**config.mk**
```make
export PLATFORM = sky130hd
export DESIGN_NAME = byte_block_loader
export DESIGN_NICKNAME = d
export VERILOG_FILES = /design/src/rtl/loader_pkg.sv /design/src/rtl/loader_shreg.sv /design/src/rtl/loader_outreg.sv /design/src/rtl/loader_fsm.sv /design/src/rtl/byte_block_loader.sv
export SDC_FILE = /design/constraint.sdc
export NUM_CORES = 1
export LEC_CHECK = 0
export ABC_AREA = 1
export ABC_CLOCK_PERIOD_IN_PS = 1590
export BUFFER_PORTS_ARGS = -buffer_cell sky130_fd_sc_hd__buf_2
export CAP_MARGIN = 10
export CORE_ASPECT_RATIO = 0.6
export CORE_MARGIN = 2
export CORE_UTILIZATION = 30
export CTS_BUF_LIST = sky130_fd_sc_hd__clkbuf_8
export CTS_CLUSTER_DIAMETER = 60
export DETAILED_ROUTE_END_ITERATION = 7
export GPL_ROUTABILITY_DRIVEN = 0
export HOLD_SLACK_MARGIN = 0.03
export PLACE_DENSITY_LB_ADDON = 0.12
export SYNTH_ARGS = -nofsm -noshare
export SYNTH_HDL_FRONTEND = slang
export SYNTH_SLANG_ARGS = --single-unit
```
**constraint.sdc**
```tcl
create_clock -name clk -period 1.59 [get_ports clk]
set_input_delay 0.318 -clock clk [delete_from_list [all_inputs] [get_ports clk]]
set_output_delay 0.318 -clock clk [all_outputs]
set_load 0.05 [all_outputs]
```
**src/rtl/loader_pkg.sv**
```systemverilog
package loader_pkg;

    typedef enum logic [3:0] {
        ST_IDLE,
        ST_RD_TXT,
        ST_MV_TXT,
        ST_CHK_TXT,
        ST_WAIT_TXT,
        ST_PREP_KEY,
        ST_WAIT_KEY,
        ST_RD_KEY,
        ST_MV_KEY,
        ST_CHK_KEY,
        ST_PREP_RUN,
        ST_START,
        ST_BUSY,
        ST_SEND,
        ST_PREP_NEXT
    } ld_state_t;

endpackage

```
**src/rtl/loader_shreg.sv**
```systemverilog
// Wide serial-in register: one new bit enters at the LSB per shift.
module loader_shreg #(
    parameter int W = 64
) (
    input  logic         clk,
    input  logic         rst_n,
    input  logic         clr,
    input  logic         shift_en,
    input  logic         bit_in,
    output logic [W-1:0] q
);
    logic [W-1:0] q_d, q_q;

    always_comb begin
        q_d = q_q;
        if (clr)
            q_d = '0;
        else if (shift_en)
            q_d = {q_q[W-2:0], bit_in};
    end

    always_ff @(posedge clk or negedge rst_n) begin
        if (!rst_n)
            q_q <= '0;
        else
            q_q <= q_d;
    end

    assign q = q_q;
endmodule

```
**src/rtl/loader_outreg.sv**
```systemverilog
// Parallel-load result register, emptied one byte at a time from the top.
module loader_outreg #(
    parameter int W  = 64,
    parameter int BW = 8
) (
    input  logic          clk,
    input  logic          rst_n,
    input  logic          clr,
    input  logic          load,
    input  logic [W-1:0]  din,
    input  logic          shift,
    output logic [BW-1:0] top
);
    logic [W-1:0] r_d, r_q;

    always_comb begin
        r_d = r_q;
        if (clr)
            r_d = '0;
        else if (load)
            r_d = din;
        else if (shift)
            r_d = {r_q[W-BW-1:0], {BW{1'b0}}};
    end

    always_ff @(posedge clk or negedge rst_n) begin
        if (!rst_n)
            r_q <= '0;
        else
            r_q <= r_d;
    end

    assign top = r_q[W-1 -: BW];
endmodule

```
**src/rtl/loader_fsm.sv**
```systemverilog
// Session sequencer: byte intake, bit-serial transfer, cipher run, byte output.
module loader_fsm
    import loader_pkg::*;
#(
    parameter int BYTE_W    = 8,
    parameter int TXT_BYTES = 8,
    parameter int KEY_BYTES = 10,
    parameter int OUT_BYTES = 8
) (
    input  logic              clk,
    input  logic              rst_n,
    input  logic              rx_valid,
    input  logic [BYTE_W-1:0] rx_byte,
    input  logic              cph_done,
    input  logic              tx_ready,
    output logic              rx_ack,
    output logic              sess_clr,
    output logic              txt_shift,
    output logic              key_shift,
    output logic              ser_bit,
    output logic              cph_start,
    output logic              out_load,
    output logic              out_shift,
    output logic              tx_valid
);
    localparam int MAXB = (KEY_BYTES > TXT_BYTES)
                          ? ((KEY_BYTES > OUT_BYTES) ? KEY_BYTES : OUT_BYTES)
                          : ((TXT_BYTES > OUT_BYTES) ? TXT_BYTES : OUT_BYTES);
    localparam int CW  = $clog2(MAXB + 1);
    localparam int BCW = (BYTE_W > 1) ? $clog2(BYTE_W) : 1;
    localparam logic [CW-1:0]  TXT_LAST = CW'(TXT_BYTES - 1);
    localparam logic [CW-1:0]  KEY_LAST = CW'(KEY_BYTES - 1);
    localparam logic [CW-1:0]  OUT_LAST = CW'(OUT_BYTES - 1);
    localparam logic [BCW-1:0] BIT_LAST = BCW'(BYTE_W - 1);

    typedef struct packed {
        ld_state_t         st;
        logic [CW-1:0]     nbytes;
        logic [BCW-1:0]    nbits;
        logic [BYTE_W-1:0] stage;
    } fsm_reg_t;

    fsm_reg_t s_d, s_q;

    always_comb begin
        s_d = s_q;
        unique case (s_q.st)
            ST_IDLE: begin
                s_d.nbytes = '0;
                s_d.nbits  = '0;
                s_d.stage  = '0;
                if (rx_valid) s_d.st = ST_RD_TXT;
            end
            ST_WAIT_TXT: begin
                if (rx_valid) s_d.st = ST_RD_TXT;
            end
            ST_RD_TXT: begin
                s_d.stage = rx_byte;
                s_d.nbits = '0;
                s_d.st    = ST_MV_TXT;
            end
            ST_MV_TXT: begin
                s_d.stage = {s_q.stage[BYTE_W-2:0], 1'b0};
                s_d.nbits = s_q.nbits + 1'b1;
                if (s_q.nbits == BIT_LAST) s_d.st = ST_CHK_TXT;
            end
            ST_CHK_TXT: begin
                s_d.nbytes = s_q.nbytes + 1'b1;
                s_d.st     = (s_q.nbytes == TXT_LAST) ? ST_PREP_KEY : ST_WAIT_TXT;
            end
            ST_PREP_KEY: begin
                s_d.nbytes = '0;
                s_d.st     = ST_WAIT_KEY;
            end
            ST_WAIT_KEY: begin
                if (rx_valid) s_d.st = ST_RD_KEY;
            end
            ST_RD_KEY: begin
                s_d.stage = rx_byte;
                s_d.nbits = '0;
                s_d.st    = ST_MV_KEY;
            end
            ST_MV_KEY: begin
                s_d.stage = {s_q.stage[BYTE_W-2:0], 1'b0};
                s_d.nbits = s_q.nbits + 1'b1;
                if (s_q.nbits == BIT_LAST) s_d.st = ST_CHK_KEY;
            end
            ST_CHK_KEY: begin
                s_d.nbytes = s_q.nbytes + 1'b1;
                s_d.st     = (s_q.nbytes == KEY_LAST) ? ST_PREP_RUN : ST_WAIT_KEY;
            end
            ST_PREP_RUN: begin
                s_d.nbytes = '0;
                s_d.st     = ST_START;
            end
            ST_START: begin
                s_d.st = ST_BUSY;
            end
            ST_BUSY: begin
                if (cph_done) begin
                    s_d.nbytes = '0;
                    s_d.st     = ST_SEND;
                end
            end
            ST_SEND: begin
                if (tx_ready) begin
                    s_d.nbytes = s_q.nbytes + 1'b1;
                    if (s_q.nbytes == OUT_LAST) s_d.st = ST_PREP_NEXT;
                end
            end
            ST_PREP_NEXT: begin
                s_d.nbytes = '0;
                s_d.st     = ST_IDLE;
            end
            default: s_d.st = ST_IDLE;
        endcase
    end

    always_ff @(posedge clk or negedge rst_n) begin
        if (!rst_n) begin
            s_q.st     <= ST_IDLE;
            s_q.nbytes <= '0;
            s_q.nbits  <= '0;
            s_q.stage  <= '0;
        end else begin
            s_q <= s_d;
        end
    end

    assign rx_ack    = (s_q.st == ST_RD_TXT) || (s_q.st == ST_RD_KEY);
    assign sess_clr  = (s_q.st == ST_IDLE);
    assign txt_shift = (s_q.st == ST_MV_TXT);
    assign key_shift = (s_q.st == ST_MV_KEY);
    assign ser_bit   = s_q.stage[BYTE_W-1];
    assign cph_start = (s_q.st == ST_START);
    assign out_load  = (s_q.st == ST_BUSY) && cph_done;
    assign out_shift = (s_q.st == ST_SEND) && tx_ready;
    assign tx_valid  = (s_q.st == ST_SEND);
endmodule

```
**src/rtl/byte_block_loader.sv**
```systemverilog
module byte_block_loader #(
    parameter int BYTE_W = 8,
    parameter int TXT_W  = 64,
    parameter int KEY_W  = 80
) (
    input  logic              clk,
    input  logic              rst_n,
    input  logic              rx_valid,
    input  logic [BYTE_W-1:0] rx_byte,
    output logic              rx_ack,
    output logic              cph_start,
    output logic [TXT_W-1:0]  cph_text,
    output logic [KEY_W-1:0]  cph_key,
    input  logic              cph_done,
    input  logic [TXT_W-1:0]  cph_result,
    output logic              tx_valid,
    output logic [BYTE_W-1:0] tx_byte,
    input  logic              tx_ready
);
    localparam int TXT_BYTES = TXT_W / BYTE_W;
    localparam int KEY_BYTES = KEY_W / BYTE_W;
    localparam int OUT_BYTES = TXT_W / BYTE_W;

    logic sess_clr, txt_shift, key_shift, ser_bit, out_load, out_shift;

    loader_fsm #(
        .BYTE_W   (BYTE_W),
        .TXT_BYTES(TXT_BYTES),
        .KEY_BYTES(KEY_BYTES),
        .OUT_BYTES(OUT_BYTES)
    ) u_fsm (
        .clk      (clk),
        .rst_n    (rst_n),
        .rx_valid (rx_valid),
        .rx_byte  (rx_byte),
        .cph_done (cph_done),
        .tx_ready (tx_ready),
        .rx_ack   (rx_ack),
        .sess_clr (sess_clr),
        .txt_shift(txt_shift),
        .key_shift(key_shift),
        .ser_bit  (ser_bit),
        .cph_start(cph_start),
        .out_load (out_load),
        .out_shift(out_shift),
        .tx_valid (tx_valid)
    );

    loader_shreg #(.W(TXT_W)) u_txt (
        .clk     (clk),
        .rst_n   (rst_n),
        .clr     (sess_clr),
        .shift_en(txt_shift),
        .bit_in  (ser_bit),
        .q       (cph_text)
    );

    loader_shreg #(.W(KEY_W)) u_key (
        .clk     (clk),
        .rst_n   (rst_n),
        .clr     (sess_clr),
        .shift_en(key_shift),
        .bit_in  (ser_bit),
        .q       (cph_key)
    );

    loader_outreg #(.W(TXT_W), .BW(BYTE_W)) u_out (
        .clk  (clk),
        .rst_n(rst_n),
        .clr  (sess_clr),
        .load (out_load),
        .din  (cph_result),
        .shift(out_shift),
        .top  (tx_byte)
    );
endmodule

```
==> results.md <==
- Setup CP Type: flip-flop to primary output
- Main area contributors after synthesis: dfrtp_1 60%, o22ai_1 12%, inv_1 8.8%
- Share of layout cells above drive strength 1: 46.1%
- DR vias/cell: 4.63
- Post-Layout Cell Count: 1,828
- Largest net degree at the start of global routing: 44
- DRT Pass-1 Iters: 5
- Post-synth EDFFs: 0
- Clock power share: 24.1%
- Least-Margin Pin Slew: 406 ps
- Die ar.: 0.0332 mm^2
- Synth async-reset ratio: 100%
- CP Launch Type: flip-flop
- Worst path top cell family by delay: flip-flops
- Final WS setup: -287 ps
- Area delta synth->final: 60.8%
- Initial Util: 30.5%
- Fill cell count: 2,894
- Yosys synthesis warning count: 0
- Maximum vdd drop: 0.880 mV
- Synth unique cells: 28
- Sequential power share: 27.7%
- Worst Path Max Fanout: 3
- Max Used Layer: met4
- Leak: 7.48 nW
- WP data arrival: 1560 ps
- Inst Count DP: 1,654
- Cells on worst reg2reg path: 9
- Footprint of the multi-input gates: 0.00395 mm^2
- Worst-path clk slew: 60 ps
- Headroom to the max-slew limit: 72.9%
- Root Buffer: clkbuf_8
- Ys flop type: dfrtp_1
- Largest area contributor in the netlist: dfrtp_1
- Critical Path RT: 1270 ps
- Max-Cap Viols: 0
- DP Area: 0.0114 mm^2
- Total wire length: 32,800 um
- Tcrit/Tclk final: 118%
- Met3 WL: 1640 um
- Worst path bufs/invs: 3
- R2r setup slk: -150 ps
- Sequential share of the synthesized area: 59.8%
- Hold-critical path depth: 3
- Clock Sinks: 227
- Max stage delay cell, worst path: dfrtp_2
- Fin. max-slew vios: 0
- Std-Cell Rows: 50
- Total global-route track usage: 17.1%
- Clock Latency Late Sink: 550 ps
- Post-synth top area share: 59.8%
- Final Hold Violating Endpoints: 0
- Failing checks: setup timing
- Post-Syn Area per Cell: 9.36 um^2
- Crit path depth: 6
- Switch share: 37.8%
- Buffers on Ports: 231
- Crit-path cells: buf_6 -> inv_4 -> nor2_4 -> nand2_2 -> nand2_4 -> buf_8
- Number of cells produced by synthesis: 1,015
- Area of the mapped netlist: 0.00951 mm^2
- FMAX: 0.533 GHz
- Hold WS: 50.4 ps
- #FFs+latches synth: 227
- Post-DRT Antenna Nets: 0
- Wire length per cell: 18.0 um
- Vias in the first global route: 7,927
- Gate power share: 48.2%
- Outcome: complete, but fails checks
- DIE HEIGHT: 142 um
- Total core area: 0.0312 mm^2
- Min-delay src: cph_result[39]
- Synth top cells by count: 227 x dfrtp_1, 222 x inv_1, 189 x o22ai_1
- Dpl ws: -24.8 ps
- Met2 WL post-DR: 13,600 um
- Post-DP HPWL: 19,200 um
- Boundary Pins: 232
- Number of antenna violations at the first check in global routing: 0
- Clock skew: 13.5 ps
- P_sw: 8.54 mW
- Finished Core Util: 49.1%
- DRC Markers: 0
- Hold WC Path Type: input pin to flip-flop
- Buffer depth of the longest clock path: 3
- DRT iter0 DRCs: 463
- Pwr dens: 1480 mW/mm^2
- Endpoint class of the critical path: primary output
- GRT overflow: 0
- First-pass GRT wire length: 44,300 um
- Internal power: 14.0 mW
- Via Count: 8,462
- RR Startpoint: u_fsm.s_q[15]
- Critical path's largest stage delay: 430 ps
- Htree depth: 2
- CTS tree: done
- Met1 WL: 16,900 um
- Final net count: 1,467
- Setup violators final: 165
- Post-route cell area: 0.0153 mm^2
- Die W: 234 um
- Diode count: 0
- Syn_nets: 1,096
- Min Tclk post-route: 1880 ps
- Number of CTS-inserted buffers: 39
- Beginning of the critical path: u_fsm.s_q[17]
- RSZ-0062 raised after global routing: yes
- Most common cell in the synthesized netlist: dfrtp_1
- Sequential cell area: 0.00569 mm^2
==> final timing paths <==
check | end
worst min register to register | u_fsm.s_q[4]
worst max-delay path | rx_ack
min in group asynchronous | u_key.q[65]
worst max register to register | u_out.r_q[40]
worst min-delay path | u_out.r_q[39]
max in group asynchronous | u_fsm.s_q[16]
==> final cells by class <==
type	count	area share, %
flip-flops and latches	227	37.2
multi-input cells	498	25.9
repair buffers	390	22.4
inverters	229	5.85
clock buffers	50	4.50
well taps	416	3.40
clock inverters	17	0.688
repair inverters	1	0.0737
==> flip-flops by register name, summed over array words and instances, names as in the netlist <==
name,flops
u_txt.q,64
u_key.q,80
u_fsm.s_q,18
u_out.r_q,64
u_fsm.ser_bit,1
==> per-stage QoR <==
step                      TNS [ps]  power, mW
after floorplan                  0       9.76
after global placement        -578       11.9
after detailed placement      -157       11.9
after CTS                   -17420       18.4
after global routing        -25880       23.7
final                       -16230       22.6
==> placed cells by master (no fill, tap or decap), drive strengths merged <==
master,Yosys,final
xor2,1,1
nor2,28,28
clkinvlp,0,1
o22ai,189,189
o21ai,78,78
clkbuf,17,76
nand4,2,2
o21bai,1,1
a21oi,2,2
bufinv,0,1
nand3b,1,1
dlygate4sd3,0,41
inv,229,243
xnor2,1,1
ha,4,4
nand2,176,176
clkinv,0,2
dfrtp,227,227
nand3,14,14
buf,44,323
nor3,1,1
==> worst min-delay path, stage by stage <==
cell,delay (ps)
buf_2,90
o21ai_2,60
o22ai_2,70
==> timing repair <==
action	in CTS	in global routing
resized for setup	56	317
buffers inserted	11	20
hold buffers	37	4
setup endpoints to repair	76	219
pin swaps	9	34
hold endpoints to repair	145	4
cloned	6	29
==> layer usage <==
layer,GRT usage (%),vias to the layer above
li1,-,4058
met1,26.8,4160
met2,23.3,193
met3,3.42,51
met4,5.23,0
met5,0,-
==> power by group through the flow <==
stage | registers [mW] | logic [mW] | clock network, mW
CTS | 6.23 | 6.54 | 5.66
detailed placement | 6.33 | 5.53 | 0
floorplan | 6.43 | 3.33 | 0
global route | 6.28 | 11.5 | 5.97
global placement | 6.33 | 5.57 | 0
finish | 6.25 | 10.9 | 5.45
==> logic make-up (layout without fill, tap and decap cells) <==
family | count (synthesis) | in the layout | synth area share (%)
buffers and inverters | 290 | 687 | 13.2
adder cells (fa/ha/maj) | 4 | 4 | 0.527
flip-flops | 227 | 227 | 59.8
AND/OR/NAND/NOR | 222 | 222 | 9.56
XOR/XNOR | 2 | 2 | 0.184
AO/OA/AOI/OAI | 270 | 270 | 16.7
Power figures use the tool's default switching activity.
